File: config.mk
export PLATFORM = sky130hd
export DESIGN_NAME = clock_victim_sel
export DESIGN_NICKNAME = d
export VERILOG_FILES = /design/src/rtl/clksel_pkg.sv /design/src/rtl/refbit_bank.sv /design/src/rtl/sweep_ctrl.sv /design/src/rtl/clock_victim_sel.sv
export SDC_FILE = /design/constraint.sdc
export NUM_CORES = 1
export LEC_CHECK = 0
export ABC_AREA = 1
export BUFFER_PORTS_ARGS = -buffer_cell sky130_fd_sc_hd__clkbuf_2
export CELL_PAD_IN_SITES_DETAIL_PLACEMENT = 0
export CELL_PAD_IN_SITES_GLOBAL_PLACEMENT = 1
export CORE_ASPECT_RATIO = 0.8
export CORE_MARGIN = 2
export CORE_UTILIZATION = 41
export CTS_BUF_LIST = sky130_fd_sc_hd__clkbuf_16
export DETAILED_ROUTE_END_ITERATION = 10
export PLACE_DENSITY = 0.82
export SLEW_MARGIN = 20
export SYNTH_ARGS = -nofsm -noshare
export SYNTH_HDL_FRONTEND = slang
export SYNTH_SLANG_ARGS = --single-unit
File: constraint.sdc
create_clock -name clk -period 1.47 [get_ports clk]
set_input_delay 0.0735 -clock clk [delete_from_list [all_inputs] [get_ports clk]]
set_output_delay 0.0735 -clock clk [all_outputs]
set_load 0.02 [all_outputs]
File: src/rtl/clksel_pkg.sv
package clksel_pkg;

  localparam int unsigned DEF_FRAMES = 16;

  typedef enum logic {
    SWEEP_IDLE = 1'b0,
    SWEEP_RUN  = 1'b1
  } sweep_state_e;

endpackage

File: src/rtl/refbit_bank.sv
module refbit_bank #(
  parameter int unsigned N_FRAMES = clksel_pkg::DEF_FRAMES,
  parameter int unsigned IDX_W    = $clog2(N_FRAMES)
) (
  input  logic                clk,
  input  logic                rst_n,
  input  logic                ref_valid,
  input  logic [IDX_W-1:0]    ref_frame,
  input  logic                clr_en,
  input  logic [IDX_W-1:0]    clr_frame,
  output logic [N_FRAMES-1:0] ref_bits
);

  // one flag per frame; a reference outranks a clear aimed at the same frame
  for (genvar g = 0; g < N_FRAMES; g++) begin : g_flag
    logic hit_ref;
    logic hit_clr;
    assign hit_ref = ref_valid && (ref_frame == IDX_W'(g));
    assign hit_clr = clr_en && (clr_frame == IDX_W'(g));

    always_ff @(posedge clk) begin
      if (!rst_n)       ref_bits[g] <= 1'b0;
      else if (hit_ref) ref_bits[g] <= 1'b1;
      else if (hit_clr) ref_bits[g] <= 1'b0;
    end
  end

  // history guard so $past never reaches into the reset window
  logic seen;
  always_ff @(posedge clk) begin
    if (!rst_n) seen <= 1'b0;
    else        seen <= 1'b1;
  end

  logic same_target;
  assign same_target = ref_valid && clr_en && (ref_frame == clr_frame);

  assert_ref_sets_R2: assert property (@(posedge clk) disable iff (!rst_n)
    (seen && $past(ref_valid)) |-> ref_bits[$past(ref_frame)]);

  assert_skip_clears_R4: assert property (@(posedge clk) disable iff (!rst_n)
    (seen && $past(clr_en) && !$past(same_target)) |-> !ref_bits[$past(clr_frame)]);

  assert_ref_wins_R9: assert property (@(posedge clk) disable iff (!rst_n)
    (seen && $past(same_target)) |-> ref_bits[$past(clr_frame)]);

endmodule

File: src/rtl/sweep_ctrl.sv
module sweep_ctrl #(
  parameter int unsigned N_FRAMES = clksel_pkg::DEF_FRAMES,
  parameter int unsigned IDX_W    = $clog2(N_FRAMES)
) (
  input  logic                clk,
  input  logic                rst_n,
  input  logic                victim_request,
  input  logic [N_FRAMES-1:0] ref_bits,
  output logic                clr_en,
  output logic [IDX_W-1:0]    clr_frame,
  output logic                victim_done,
  output logic [IDX_W-1:0]    victim_frame,
  output logic                busy
);
  import clksel_pkg::*;

  localparam logic [IDX_W-1:0] LAST_IDX = IDX_W'(N_FRAMES - 1);

  // circular successor of a frame index
  function automatic logic [IDX_W-1:0] hand_after(input logic [IDX_W-1:0] p);
    return (p == LAST_IDX) ? '0 : p + 1'b1;
  endfunction

  sweep_state_e       state_q;
  logic [IDX_W-1:0]   hand_q;
  logic               done_q;
  logic [IDX_W-1:0]   victim_q;

  // named internal events
  logic visit_ev;
  logic skip_ev;
  logic pick_ev;
  logic accept_ev;

  assign visit_ev  = (state_q == SWEEP_RUN);
  assign skip_ev   = visit_ev && ref_bits[hand_q];
  assign pick_ev   = visit_ev && !ref_bits[hand_q];
  assign accept_ev = (state_q == SWEEP_IDLE) && victim_request;

  always_ff @(posedge clk) begin
    if (!rst_n) begin
      state_q  <= SWEEP_IDLE;
      hand_q   <= '0;
      done_q   <= 1'b0;
      victim_q <= '0;
    end else begin
      done_q <= pick_ev;
      unique case (state_q)
        SWEEP_IDLE: if (accept_ev) state_q <= SWEEP_RUN;
        SWEEP_RUN: begin
          hand_q <= hand_after(hand_q);
          if (pick_ev) begin
            victim_q <= hand_q;
            state_q  <= SWEEP_IDLE;
          end
        end
        default: state_q <= SWEEP_IDLE;
      endcase
    end
  end

  assign clr_en       = skip_ev;
  assign clr_frame    = hand_q;
  assign victim_done  = done_q;
  assign victim_frame = victim_q;
  assign busy         = visit_ev;

  assert_done_single_R8: assert property (@(posedge clk) disable iff (!rst_n)
    victim_done |=> !victim_done);

  assert_one_step_R8: assert property (@(posedge clk) disable iff (!rst_n)
    busy |=> (hand_q == hand_after($past(hand_q))));

  assert_hand_holds_R3: assert property (@(posedge clk) disable iff (!rst_n)
    !busy |=> (hand_q == $past(hand_q)));

  assert_hand_past_victim_R6: assert property (@(posedge clk) disable iff (!rst_n)
    victim_done |-> (hand_q == hand_after(victim_frame)));

  assert_done_from_sweep_R5: assert property (@(posedge clk) disable iff (!rst_n)
    victim_done |-> ($past(busy) && !busy));

  assert_req_ignored_R10: assert property (@(posedge clk) disable iff (!rst_n)
    (busy && !pick_ev && victim_request) |=> busy);

endmodule

File: src/rtl/clock_victim_sel.sv
module clock_victim_sel #(
  parameter int unsigned N_FRAMES = clksel_pkg::DEF_FRAMES,
  parameter int unsigned IDX_W    = $clog2(N_FRAMES)
) (
  input  logic             clk,
  input  logic             rst_n,
  input  logic             ref_valid,
  input  logic [IDX_W-1:0] ref_frame,
  input  logic             victim_request,
  output logic             victim_done,
  output logic [IDX_W-1:0] victim_frame,
  output logic             busy
);

  logic [N_FRAMES-1:0] ref_bits;
  logic                clr_en;
  logic [IDX_W-1:0]    clr_frame;

  refbit_bank #(.N_FRAMES(N_FRAMES), .IDX_W(IDX_W)) u_bank (
    .clk       (clk),
    .rst_n     (rst_n),
    .ref_valid (ref_valid),
    .ref_frame (ref_frame),
    .clr_en    (clr_en),
    .clr_frame (clr_frame),
    .ref_bits  (ref_bits)
  );

  sweep_ctrl #(.N_FRAMES(N_FRAMES), .IDX_W(IDX_W)) u_ctrl (
    .clk            (clk),
    .rst_n          (rst_n),
    .victim_request (victim_request),
    .ref_bits       (ref_bits),
    .clr_en         (clr_en),
    .clr_frame      (clr_frame),
    .victim_done    (victim_done),
    .victim_frame   (victim_frame),
    .busy           (busy)
  );

endmodule

* Word level (Yosys, flattened, before mapping)
Index checks and enable logic that the tools add are counted.
** Operators by class
- Add/subtract/negate cells :: 1
- Order comparisons :: 1
- Equal/unequal tests :: 30
- Mux-type cells :: 38
- Bitwise operators :: 1
- Reduce and logical (&&, ||, !) cells :: 55
** Operators by type and width (count)
- 4-bit equality test (second input constant) :: 16
- 1-bit logical AND :: 35
- 1-bit 2-to-1 mux :: 35
- 4-bit by 3-bit equality test with 1-bit output (second input constant) :: 8
- 2-bit nonzero test :: 16
- 4-bit by 2-bit equality test with 1-bit output (second input constant) :: 4
- 4-bit by 1-bit equality test with 1-bit output (second input constant) :: 2
- 4-bit logical NOT :: 2
- 4-bit by 5-bit < comparator with 1-bit output (second input constant) :: 1
- 4-bit by 1-bit adder with 4-bit output (second input constant) :: 1
- 1-bit binary-select mux with 4-bit select :: 1
- 4-bit 2-to-1 mux :: 1
- 1-bit case mux with 2 select lines :: 1
- 2-bit AND reduction :: 1
- 1-bit logical NOT :: 1
- 1-bit NOT :: 1
** Word-level totals
- Register bits :: 26
- Input port bits :: 8
- Output and inout port bits :: 6

* Longest topological paths before layout
Gate-level depths: netlist of run 1.
- Depth in word-level cells :: 6
- Depth in mapped cells :: 12
- Mapped depth without buffers :: 12

* By module
A second synthesis of run 1 with hierarchy kept.
** Unflattened totals
- Cell total of the unflattened synthesis :: 221
- Area total of the unflattened synthesis :: 1421.4 µm²
** By module, submodules not included
- refbit_bank :: times used 1, cells each 116, area each 785.8 µm²
- sweep_ctrl :: times used 1, cells each 105, area each 635.6 µm²

* Least setup slack after synthesis of run 1
No wires, ideal clock.
- Path type :: flip-flop to flip-flop
- Start :: reg u_ctrl.hand_q[0], in the netlist u_ctrl.clr_frame[0]
- End :: reg u_ctrl.victim_q[1], in the netlist u_ctrl.victim_frame[1]
- Arrival time :: 1243 ps
- Required time :: 1411 ps
- Slack :: 168 ps
- Stages on the path, launching flop included :: 12
- Buffers on the path :: 1
- Period minus slack after synthesis :: 1302 ps
- Cell sequence :: dfxtp_1 buf_6 nand2_1 nand3_1 nand2_2 nand2_4 nand2_4 nor2_4 nand2_4 nor2_8 nand2_1 nand2_1
** Between the ends
- Cells in the longest elaborated chain, start to end :: 5
** Ends and longest elaborated chain
- start: declaration :: RTL line sweep_ctrl.sv:25 : logic [IDX_W-1:0] hand_q;
- start signal: assignment :: RTL line sweep_ctrl.sv:51 : hand_q <= hand_after(hand_q);
- 1-bit binary-select mux with 4-bit select :: RTL line sweep_ctrl.sv:37 : assign pick_ev = visit_ev && !ref_bits[hand_q];
- 1-bit 2-to-1 mux (not written as such) :: RTL line sweep_ctrl.sv:37
- 1-bit logical NOT :: RTL line sweep_ctrl.sv:37
- 1-bit logical AND :: RTL line sweep_ctrl.sv:37
- 2-bit AND reduction (no source line)
- end signal: assignment :: RTL line sweep_ctrl.sv:53 : victim_q <= hand_q;
- end: declaration :: RTL line sweep_ctrl.sv:27 : logic [IDX_W-1:0] victim_q;
Every way passes these cells. The select of a mux whose other input is x is not followed.
A chain may end at the register's enable or synchronous reset.

* Worst setup path after layout of run 1
- Start :: reg u_ctrl.hand_q[0], in the netlist u_ctrl.clr_frame[0]
- End :: reg u_ctrl.done_q, in the netlist u_ctrl.victim_done
** Between the ends
- Cells in the longest elaborated chain, start to end :: 4
** Ends and longest elaborated chain
- 1-bit binary-select mux with 4-bit select :: RTL line sweep_ctrl.sv:37
- 1-bit 2-to-1 mux (not written as such) :: RTL line sweep_ctrl.sv:37
- 1-bit logical NOT :: RTL line sweep_ctrl.sv:37
- 1-bit logical AND :: RTL line sweep_ctrl.sv:37
- end signal: assignment :: RTL line sweep_ctrl.sv:47 : done_q <= pick_ev;
- end: declaration :: RTL line sweep_ctrl.sv:26 : logic done_q;
Every way passes these cells. The select of a mux whose other input is x is not followed.

==> results of run 1 <==
[critical path: stages (launching register included)]
cell and delay (ns):
dfxtp_4 0.38, buf_6 0.12, nand2_1 0.08, nand3_2 0.09, nand2_2 0.07, nand2_4 0.08
nand2_4 0.06, nor2_4 0.13, nand2_4 0.10, nor2_8 0.15, buf_4 0.13
[area by class of cell]
class / instances / area share (%)
clock buffer: 3 / 4.58
clock inverter: 1 / 0.229
inverter: 25 / 5.88
timing repair buffer: 26 / 10.4
tap: 40 / 3.06
sequential: 26 / 32.1
multi-input combinational: 134 / 43.8
[logic make-up (layout without fill, tap and decap cells)]
| logic type | count (synthesis) | in the layout | synth area share, % |
|---|---|---|---|
| AO/OA/AOI/OAI | 40 | 40 | 15.1 |
| flip-flops | 26 | 26 | 39.3 |
| buffers and inverters | 29 | 55 | 9.07 |
| AND/OR/NAND/NOR | 90 | 90 | 32.8 |
| adder cells (fa/ha/maj) | 4 | 4 | 3.78 |
[state kept, by name, summed over array words and instances, names as in the netlist]
signal               cells
u_bank.ref_bits         16
u_ctrl.busy              1
u_ctrl.clr_frame         4
u_ctrl.victim_done       1
u_ctrl.victim_frame      4
[Yosys cell counts (all sizes together)]
| cell | instances | area share [%] |
|---|---|---|
| nand3 | 21 | 7.9 |
| dfxtp | 26 | 39 |
| o21ai | 20 | 7.6 |
| clkbuf | 2 | 0.57 |
| and3 | 2 | 0.94 |
| nor2 | 13 | 5.5 |
| a21oi | 20 | 7.6 |
| buf | 2 | 1.4 |
| inv | 24 | 6.8 |
| ha | 4 | 3.8 |
| clkinv | 1 | 0.28 |
| nand2 | 53 | 18 |
| nor3 | 1 | 0.38 |
[power groups by stage]
| stage | clock network, mW | logic (mW) | registers [mW] |
|---|---|---|---|
| floorplan | 0 | 0.153 | 0.765 |
| global placement | 0 | 0.235 | 0.760 |
| detailed placement | 0 | 0.242 | 0.761 |
| CTS | 0.611 | 0.245 | 0.746 |
| global route | 0.649 | 0.296 | 0.752 |
| finish | 0.610 | 0.266 | 0.749 |
[worst min-delay path by stage]
| stage | start | end | slack [ns] | cells after the start |
|---|---|---|---|---|
| after floorplan | rst_n | u_ctrl.busy$_SDFF_PN0_ | 0.21 | 2 |
| after global placement | victim_request | u_ctrl.busy$_SDFF_PN0_ | 0.34 | 3 |
| after detailed placement | victim_request | u_ctrl.busy$_SDFF_PN0_ | 0.35 | 3 |
| after CTS | victim_request | u_ctrl.busy$_SDFF_PN0_ | 0.09 | 3 |
| after global routing | ref_frame[1] | u_bank.ref_bits[11]$_SDFFE_PN0P_ | 0.14 | 3 |
| final | victim_request | u_ctrl.busy$_SDFF_PN0_ | 0.09 | 3 |
[metal layers]
metal | vias to the layer above | part of all wire (%) | global-route usage [%]
met3 | 8 | 5.2 | 5.14
li1 | 663 | - | -
met1 | 616 | 47 | 29.0
met4 | 0 | 1.3 | 4.08
met2 | 28 | 46 | 33.0
met5 | - | 0 | 0
[metrics by stage]
stage | util [%] | std cells
2_1_floorplan | - | 189
3_3_place_gp | 48.0 | 247
3_5_place_dp | 48.0 | 247
4_1_cts | 50.6 | 251
5_1_grt | 53.1 | 255
6_report | 53.1 | 255
[cell usage in the layout (no fill, tap or decap)]
master,count
nand2_1,38
dfxtp_1,24
inv_1,22
o21ai_0,20
a21oi_1,20
nand3_1,18
clkbuf_2,13
nand2_2,11
nor2_1,11
buf_4,11
nand2_4,4
ha_1,4
nand3_2,3
clkbuf_16,3
clkinv_1,2
and3_1,2
buf_6,2
inv_2,1
inv_4,1
nor2_4,1
nor2_8,1
nor3_1,1
dfxtp_4,1
dfxtp_2,1
[what timing repair did]
| action | in CTS | in global routing |
|---|---|---|
| buffers inserted | 0 | 4 |
| pin swaps | 0 | 3 |
| resized for setup | 1 | 15 |
| setup endpoints to repair | 4 | 4 |
==> run metrics, run 1 <==
outcome=finished, final reports clean; Critical Path AT=1.65 ns; CTS Hold Bufs=0; P_leak=0.749 nW; routability cong.=0.927; final setup vio count=0; worst hold-check path type=in2reg; routed vias/inst=5.16; Clock Skew=0.00424 ns; Clock transition at path regs=0.07 ns; Sw Ratio=26.8%; Mapped Area=1330 µm²; PortBufs=13; final critical-path share of the clock period=98.0%; worst setup margin=0.0293 ns; first-pass GRT wire length=5.60 mm; post-synthesis sequential area ratio=39.3%; # IOs=14; final net count=228; Final Max Slew Viols=0; WL per Instance=13.6 µm; H-tree Lvls=1; Final HPWL DP=2.61 mm; largest net degree at the start of global routing=17; area of the die=3710 µm²; pwr/cell area=992 nW/µm²; R2R Setup Slk=0.03 ns; First DRT Iteration DRCs=59; vias in the first global route=1178; Post-Syn Instances=189; Multi-input gate area=717 µm²; Peak VDD IR=0.822 mV; reg-to-reg endpoint=u_ctrl.victim_done$_SDFF_PN0_; Syn Nets=201; height of the chip=54.8 µm; Clock power frac=37.5%; crit path from=u_ctrl.clr_frame[0]$_SDFFE_PN0P_; initial antenna violation count=0; overall routing resource usage=20.9%; RSZ-0062 raised after global routing=yes; crit path capture=u_ctrl.victim_done$_SDFF_PN0_; Gate power share=16.4%; CTS Buffer Depth=2; Max-Cap Viols=0; post-place setup slack=0.00736 ns; Crit. End Element=flop; die width=67.6 µm; Final min period=1.44 ns; drc violations=0; Psw=435 µW; final wirelength=3.48 mm; worst skew pair latency=0.26 ns; top achievable clock speed=0.694 GHz; CP Max Fanout=6; Via Count=1315; final hold vios=0; post-route setup TNS=0 ns; Distinct cells, synth=19; layout cells sized above 1=24.7%; r2r worst-path depth=10; cts bufs inserted=3; filler cell count=297; Total Power=1.62 mW; Crit Reg-Reg Startpoint=u_ctrl.clr_frame[0]$_SDFFE_PN0P_; # diodes=0; 1st-pass router iterations=4; Mapped Avg Cell Area=7.01 µm²; Finished Cell Area=1640 µm²; sequential group share of total power=46.1%; CP Class=reg2reg; # rows=18; Post-DP Area=1480 µm²; Area Overhead vs Synth=23.6%; Critical Path RT=1.68 ns; Internal=1.19 mW; Hold WS=0.0946 ns; number of nets still failing antenna checks after routing=0; CTS tree=yes; Starting Density=42.9%; total gr overflow=0; Clock Sinks=26; startpoint type of the worst setup path=flop; CTS root buf=clkbuf_16; slew at the pin closest to its max-slew limit=0.301 ns; Yosys reg bits=26; Rel. slew slack=79.8%; register area=526 µm²; Syn. warnings=0; core box area=3090 µm²
Note: power is estimated with default switching activity, not from simulation.
==> run 2, diff against run 1 <==
==> constraint.sdc (replaced) <==
create_clock -name clk -period 1.47 [get_ports clk]
set_input_delay 0.294 -clock clk [delete_from_list [all_inputs] [get_ports clk]]
set_output_delay 0.294 -clock clk [all_outputs]
set_load 0.02 [all_outputs]
==> run 2 against run 1 <==
Compared with the run above: routed wire length is 6.4% lower; critical path type unchanged; global-route usage is 1.5 points lower; count of clock-buffer cells in the layout stayed put; register-to-register slack better by 0.02 ns; critical path depth is 2 higher; setup slack better by 0.018 ns.
==> run metrics, run 2 (same netlist as run 1, synthesis figures left out) <==
First DRT Iteration DRCs=78 (was 59); register area=524 µm² (was 526 µm²); Clock transition at path regs=0.07 ns (about the same); # rows=18 (unchanged); most common cell after layout, fill and taps aside=nand2_1 (unchanged); layout cells sized above 1=21.9% (was 24.7%); Critical Path RT=1.68 ns (about the same); total gr overflow=0 (unchanged); Final Non-Filler Cells=255 (unchanged); PortBufs=13 (unchanged); Largest register FFs=16 (unchanged); Crit path top cell by count=nand2_1 (was nand2_4); CP max-delay cell=dfxtp_4 (unchanged); height of the chip=54.8 µm (unchanged); # IOs=14 (unchanged); cts bufs inserted=3 (unchanged); routed vias/inst=5.01 (was 5.16); final wirelength=3.26 mm (was 3.48 mm); Final min period=1.42 ns (was 1.44 ns); Placed Cells=248 (was 247); CTS root buf=clkbuf_16 (unchanged); initial antenna violation count=0 (unchanged); post-place setup slack=0.0720 ns (was 0.00736 ns); CTS Hold Bufs=0 (unchanged); worst hold-check path type=in2reg (unchanged); Clock Sinks=26 (unchanged); final hold vios=0 (unchanged); post-route setup TNS=0 ns (unchanged); drc violations=0 (unchanged); vias in the first global route=1114 (was 1178); final setup vio count=0 (unchanged); filler cell count=304 (was 297); CTS Buffer Depth=2 (unchanged); R2R Setup Slk=0.05 ns (was 0.03 ns); Via Count=1277 (was 1315); Total Power=1.62 mW (about the same); top achievable clock speed=0.703 GHz (was 0.694 GHz); Rel. slew slack=78.4% (was 79.8%); Crit. End Element=flop (unchanged); Multi-input gate area=699 µm² (was 717 µm²); Hold WS=0.314 ns (was 0.0946 ns); Final Max Slew Viols=0 (unchanged); pwr/cell area=999 nW/µm² (was 992 nW/µm²); Starting Density=42.9% (unchanged); startpoint type of the worst setup path=flop (unchanged); # diodes=0 (unchanged); outcome=finished, final reports clean (unchanged); reg-to-reg endpoint=u_ctrl.victim_frame[2]$_SDFFE_PN0P_ (was u_ctrl.victim_done$_SDFF_PN0_); r2r worst-path depth=12 (was 10); WL per Instance=12.8 µm (was 13.6 µm); hold endpoint=u_ctrl.busy$_SDFF_PN0_ (unchanged); worst stage delay on the critical path=0.36 ns (was 0.38 ns); CTS tree=yes (unchanged); number of nets still failing antenna checks after routing=0 (unchanged); first-pass GRT wire length=5.20 mm (was 5.60 mm); final net count=228 (unchanged); Area Overhead vs Synth=22.2% (was 23.6%); 1st-pass router iterations=4 (unchanged); Peak VDD IR=0.793 mV (was 0.822 mV); CP Class=reg2reg (unchanged); worst setup margin=0.0471 ns (was 0.0293 ns); largest net degree at the start of global routing=17 (unchanged); Max-Cap Viols=0 (unchanged); slew at the pin closest to its max-slew limit=0.323 ns (was 0.301 ns); routability cong.=0.889 (was 0.927); Final HPWL DP=2.50 mm (was 2.61 mm); overall routing resource usage=19.4% (was 20.9%); core box area=3090 µm² (unchanged); worst skew pair latency=0.26 ns (about the same); area of the die=3710 µm² (unchanged); Critical Path AT=1.63 ns (was 1.65 ns); worst-path cell chain=buf_6 > nand2_2 > nand2_1 > nand2_1 > nand2_1 > nand2_2 > nand2_2 > nor2_4 > nand2_4 > nor2_8 > nand2_1 > nand2_1 (was buf_6 > nand2_1 > nand3_2 > nand2_2 > nand2_4 > nand2_4 > nor2_4 > nand2_4 > nor2_8 > buf_4); Largest Register=u_bank.ref_bits (unchanged); most frequent cells in the layout=nand2_1, dfxtp_1, inv_1 (was nand2_1, dfxtp_1, inv_1, o21ai_0, a21oi_1); hold path cells=3 (unchanged); Clock Skew=0.00617 ns (was 0.00424 ns); final critical-path share of the clock period=96.8% (was 98.0%); RSZ-0062 raised after global routing=yes (unchanged); die width=67.6 µm (unchanged); CP Max Fanout=5 (was 6); Crit Reg-Reg Startpoint=u_ctrl.clr_frame[0]$_SDFFE_PN0P_ (unchanged); Hold Path Origin=victim_request (unchanged); H-tree Lvls=1 (unchanged); P_leak=0.746 nW (was 0.749 nW)
## run 2: final cells by class
| class | count | area share [%] |
|---|---|---|
| Tap cell | 40 | 3.09 |
| Clock inverter | 1 | 0.232 |
| Clock buffer | 3 | 4.64 |
| Inverter | 25 | 5.95 |
| Multi-Input combinational cell | 134 | 43.2 |
| Timing Repair Buffer | 26 | 10.5 |
| Sequential cell | 26 | 32.4 |
## run 2: repair_timing
action | in CTS | in global routing
setup buffers | 0 | 3
setup endpoints to repair | 0 | 5
gates resized for setup | 0 | 10
## run 2: worst max path at each step
| stage | startpoint | endpoint | slack (ns) | depth (start not counted) |
|---|---|---|---|---|
| floorplan | u_ctrl.clr_frame[0]$_SDFFE_PN0P_ | u_ctrl.victim_frame[1]$_SDFFE_PN0P_ | 0.17 | 11 |
| global placement | u_ctrl.clr_frame[0]$_SDFFE_PN0P_ | u_ctrl.victim_frame[0]$_SDFFE_PN0P_ | 0.10 | 11 |
| detailed placement | u_ctrl.clr_frame[0]$_SDFFE_PN0P_ | u_ctrl.victim_frame[3]$_SDFFE_PN0P_ | 0.07 | 11 |
| CTS | u_ctrl.clr_frame[0]$_SDFFE_PN0P_ | u_ctrl.victim_frame[3]$_SDFFE_PN0P_ | 0.05 | 11 |
| global route | u_ctrl.clr_frame[0]$_SDFFE_PN0P_ | u_ctrl.victim_frame[2]$_SDFFE_PN0P_ | -0.04 | 12 |
| finish | u_ctrl.clr_frame[0]$_SDFFE_PN0P_ | u_ctrl.victim_frame[2]$_SDFFE_PN0P_ | 0.05 | 12 |
## run 2: stage by stage
step / area (µm²) / util (%)
5_1_grt: 1620 / 52.5
3_3_place_gp: 1490 / 48.3
4_1_cts: 1570 / 50.8
3_5_place_dp: 1490 / 48.3
2_1_floorplan: 1330 / -
6_report: 1620 / 52.5
## run 2: per-layer routing
layer / vias to the layer above / part of all wire (%) / track usage, %
li1: 658 / - / -
met1: 591 / 51 / 28.4
met2: 26 / 44 / 29.4
met3: 2 / 4.6 / 4.94
met4: 0 / 0.37 / 2.04
met5: - / 0 / 0
## run 2: where the power goes
part           internal [mW]  leakage [nW]  total [mW]  switching (mW)
combinational          0.104         0.496       0.271           0.167
sequential             0.727         0.212       0.745          0.0180
clock                  0.364        0.0385       0.601           0.237
## run 2: critical path: cells and delay by family (launching register included)
| family | cells | cell delay, ns |
|---|---|---|
| flops | 1 | 0.36 |
| simple gates | 11 | 0.89 |
| buf+inv | 1 | 0.13 |
